<file path="src/rtl/lock_pkg.sv">
package lock_pkg;

    localparam int SEL_W = 2;

    typedef enum logic [2:0] {
        ST_FIRST  = 3'd0,
        ST_SECOND = 3'd1,
        ST_THIRD  = 3'd2,
        ST_OPEN   = 3'd3,
        ST_ERR    = 3'd4
    } lock_state_t;

    localparam logic [SEL_W-1:0] SEL_CODE0 = SEL_W'(0);
    localparam logic [SEL_W-1:0] SEL_CODE1 = SEL_W'(1);
    localparam logic [SEL_W-1:0] SEL_CODE2 = SEL_W'(2);
    localparam logic [SEL_W-1:0] SEL_NONE  = {SEL_W{1'b1}};

endpackage

</file>
<file path="src/rtl/lock_next_state.sv">
module lock_next_state
    import lock_pkg::*;
(
    input  lock_state_t cur_state,
    input  logic        strobe,
    input  logic        match,
    output lock_state_t nxt_state
);

    always_comb begin
        nxt_state = cur_state;
        unique case (cur_state)
            ST_FIRST: begin
                if (strobe) nxt_state = match ? ST_SECOND : ST_ERR;
            end
            ST_SECOND: begin
                if (strobe) nxt_state = match ? ST_THIRD : ST_ERR;
            end
            ST_THIRD: begin
                if (strobe) nxt_state = match ? ST_OPEN : ST_ERR;
            end
            ST_OPEN:  nxt_state = ST_OPEN;
            ST_ERR:   nxt_state = ST_ERR;
            default:  nxt_state = ST_ERR;
        endcase
    end

endmodule

</file>
<file path="src/rtl/lock_out_decode.sv">
module lock_out_decode
    import lock_pkg::*;
(
    input  lock_state_t       cur_state,
    output logic [SEL_W-1:0]  sel,
    output logic              release_o
);

    always_comb begin
        sel       = SEL_NONE;
        release_o = 1'b0;
        unique case (cur_state)
            ST_FIRST:  sel = SEL_CODE0;
            ST_SECOND: sel = SEL_CODE1;
            ST_THIRD:  sel = SEL_CODE2;
            ST_OPEN: begin
                sel       = SEL_NONE;
                release_o = 1'b1;
            end
            ST_ERR:    sel = SEL_NONE;
            default: begin
                sel       = SEL_NONE;
                release_o = 1'b0;
            end
        endcase
    end

endmodule

</file>
<file path="src/rtl/seq_code_lock.sv">
module seq_code_lock
    import lock_pkg::*;
(
    input  logic             clk,
    input  logic             rst,
    input  logic             entry_strobe,
    input  logic             entry_match,
    output logic [SEL_W-1:0] code_sel,
    output logic             unlocked
);

    lock_state_t state_q;
    lock_state_t state_d;

    lock_next_state u_next (
        .cur_state (state_q),
        .strobe    (entry_strobe),
        .match     (entry_match),
        .nxt_state (state_d)
    );

    always_ff @(posedge clk) begin
        if (rst) state_q <= ST_FIRST;
        else     state_q <= state_d;
    end

    lock_out_decode u_out (
        .cur_state (state_q),
        .sel       (code_sel),
        .release_o (unlocked)
    );

endmodule

</file>
<file path="config.mk">
export PLATFORM = sky130hd
export DESIGN_NAME = seq_code_lock
export DESIGN_NICKNAME = d
export VERILOG_FILES = /design/src/rtl/lock_pkg.sv /design/src/rtl/lock_next_state.sv /design/src/rtl/lock_out_decode.sv /design/src/rtl/seq_code_lock.sv
export SDC_FILE = /design/constraint.sdc
export NUM_CORES = 1
export LEC_CHECK = 0
export BUFFER_PORTS_ARGS = -buffer_cell sky130_fd_sc_hd__buf_2
export CAP_MARGIN = 15
export CORE_AREA = 3 3 40 42
export DETAILED_ROUTE_END_ITERATION = 10
export DIE_AREA = 0 0 43 45
export GPL_ROUTABILITY_DRIVEN = 0
export HOLD_SLACK_MARGIN = 0.08
export MAX_ROUTING_LAYER = met4
export PLACE_DENSITY = 0.34
export SETUP_SLACK_MARGIN = 0.3
export SLEW_MARGIN = 5
export SYNTH_ARGS = -nofsm -noshare
export SYNTH_HDL_FRONTEND = slang
export SYNTH_SLANG_ARGS = --single-unit
export TNS_END_PERCENT = 5
</file>
<file path="constraint.sdc">
create_clock -name clk -period 1.9 [get_ports clk]
set_clock_uncertainty 0.2 [all_clocks]
set_input_delay 0.095 -clock clk [delete_from_list [all_inputs] [get_ports clk]]
set_output_delay 0.095 -clock clk [all_outputs]
set_load 0.02 [all_outputs]
</file>
==> results.sh <==
export IMPL_status="complete, no violations"
export IMPL_rsz0062_at_grt="no"
export IMPL_timing_final_max_slew_violations=0
export IMPL_worst_pin_slew_ns=0.212
export IMPL_worstHoldStart="state_q[2]"
export IMPL_overflow=0
export IMPL_r2r_slack_ns=0.36
export IMPL_worstRegToRegCells=4
export IMPL_ir_drop_mv=0.248
export IMPL_grt_pass1_wl_um=690
export IMPL_place_area_sq_um=205
export IMPL_drive_gt1_frac=0.452
export IMPL_worst_path_buf_inv=1
export IMPL_regMostFlops="state_q"
export IMPL_synth_edf_count=0
export IMPL_cts_tree="done"
export IMPL_synth_top_cell_area_share=0.384
export IMPL_die_y_um=45
export IMPL_synthTopCellsByArea="dfxtp_1 (38%), a22oi_2 (8.0%), nor4_2 (8.0%)"
export IMPL_holdPathStages=1
export IMPL_path_cells="a21o_1 > a22oi_2 > nor3_2 > dlygate4sd3_1"
export IMPL_io_pins=7
export IMPL_p_per_area_mw_per_mm2=786
export IMPL_endpoint_kind="flop"
export IMPL_vias_per_cell=3.80
export IMPL_grt_max_degree=7
export IMPL_clkSinkCount=3
export IMPL_finalHoldWorstSlack_ns=0.346
export IMPL_ys_seq_area_frac=0.384
export IMPL_syn_inst=17
export IMPL_row_count=13
export IMPL_grt_use_total=0.0574
export IMPL_cts_buffers=3
export IMPL_route_vias_total=175
export IMPL_netlist_area_sq_um=156
export IMPL_min_period_over_period=0.811
export IMPL_finalNetCount=36
export IMPL_worstPathRequired_ns=1.81
export IMPL_period_needed_ns=1.54
export IMPL_finalHoldViolations=0
export IMPL_drt_total_wl_um=403
export IMPL_ys_ff_latch=3
export IMPL_hold_end="state_q[0]"
export IMPL_die_area_sq_mm=0.00194
export IMPL_critPathMaxStageDelay_ns=0.55
export IMPL_syn_nets=21
export IMPL_routedWlPerCell_um=8.76
export IMPL_drt_first_pass_iters=4
export IMPL_die_width_um=43
export IMPL_r2r_end="state_q[1]"
export IMPL_synth_cell_type_count=14
export IMPL_critPathTopFamily="buffers and inverters"
export IMPL_crit_type="reg2reg"
export IMPL_postLayoutCellArea_sq_um=273
export IMPL_ant_nets=0
export IMPL_initial_core_util=0.122
export IMPL_largest_register_ff_count=3
export IMPL_cp_max_fo=5
export IMPL_syn_avg_cell_area_sq_um=9.20
export IMPL_drv_cap=0
export IMPL_slowest_stage="dlygate4sd3_1"
export IMPL_synth_ff_type="dfxtp_1"
export IMPL_path_clk_slew_ns=0.04
export IMPL_cts_root_buf="clkbuf_4"
export IMPL_synthArstFlopShare=0
export IMPL_cts_buffer_depth=2
export IMPL_reg_top3="state_q x3"
export IMPL_reg2reg_from="state_q[1]"
export IMPL_fin_tns_setup_ns=0
export IMPL_clkLatencyLatePin_ns=0.23
export IMPL_clock_fmax_ghz=0.649
export IMPL_yosys_top_cells_count="dfxtp_1 (3), nor2_1 (2)"
export IMPL_slew_headroom=0.859
export IMPL_dp_slack_ns=0.826
export IMPL_drc=0
export IMPL_synth_most_common_cell="dfxtp_1"
export IMPL_hp_class="reg2reg"
export IMPL_n_antenna_cell=0
export IMPL_grt_pass1_vias=169
export IMPL_area_growth_pct=74.4
export IMPL_critPathLaunchType="flop"
export IMPL_timing_final_ws_setup_ns=0.359
export IMPL_io_buffers=6
export IMPL_total_leakage_power_nw=0.132
export IMPL_grt_antenna_before_repair=0
export IMPL_cp_arrival_ns=1.45
export IMPL_coreArea_sq_mm=0.00128
export IMPL_yosysWarnings=0
export IMPL_drt_initial_drc_count=3
export IMPL_setup_viol=0
export IMPL_synth_top_area_cell="dfxtp_1"
export IMPL_htree_levels=1
==> per-stage QoR <==
| step | instances | utilization | power (W) |
|---|---|---|---|
| global route | 46 | 0.212 | 0.000233 |
| floorplan | 17 | - | 0.0000892 |
| CTS | 46 | 0.211 | 0.000222 |
| detailed placement | 38 | 0.160 | 0.000101 |
| finish | 46 | 0.212 | 0.000214 |
| global placement | 38 | 0.160 | 0.000101 |
==> cell type report <==
cell class / instances / area (sq um)
Tap cell: 15 / 18.8
Multi-Input combinational cell: 13 / 92.6
Fill cell: 151 / 1010
Inverter: 1 / 3.75
Timing Repair Buffer: 10 / 70.1
Clock buffer: 4 / 26.3
Sequential cell: 3 / 61.3
==> cell families (layout without fill, tap and decap cells) <==
kind of cell | after synthesis | in the layout | synth area share
AO/OA/AOI/OAI | 4 | 4 | 0.200
buffers and inverters | 1 | 15 | 0.0240
flip-flops | 3 | 3 | 0.384
AND/OR/NAND/NOR | 9 | 9 | 0.392
==> worst max path at each step <==
stage	endpoint	start	slack (ns)	depth (start not counted)
final	state_q[1]	state_q[1]	0.36	4
after global routing	state_q[1]	state_q[1]	0.31	4
after CTS	state_q[1]	state_q[1]	0.35	4
after detailed placement	code_sel[0]	state_q[2]	0.83	2
after global placement	code_sel[0]	state_q[0]	0.82	2
after floorplan	unlocked	state_q[0]	0.88	2
==> routing by layer <==
metal  part of all wire  vias to the layer above  global-route usage
met3               0.13                        0              0.0677
li1                   -                       89                   -
met2               0.42                       11              0.0778
met4                  0                        0              0.0361
met1               0.44                       75              0.0433
met5                  0                        -                   -
==> cells in the final DEF, fill, tap and decap left out <==
cell           instances
a21o_1                 1
nor3_2                 1
nand2_1                1
or2_2                  1
a21oi_1                1
clkbuf_4               3
or2_1                  1
a31oi_1                1
a22oi_2                1
clkbuf_1               1
inv_1                  1
dfxtp_1                2
dlygate4sd3_1          4
nand2b_1               1
dfxtp_2                1
buf_2                  6
nor2_1                 2
and3b_1                1
nor4_2                 1
==> where the power goes <==
group,internal (W),switching [W],total (W)
logic,0.0000174,0.0000168,0.0000342
clock network,0.0000785,0.0000301,0.000109
registers,0.0000669,0.00000471,0.0000716
==> timing repair <==
item                                   CTS  global route
resized for setup                        0             1
hold buffers                             4             0
buffers inserted                         0             0
endpoints found under the hold margin    3             0
setup endpoints to repair                0             1
(Power assumes the default switching activity.)
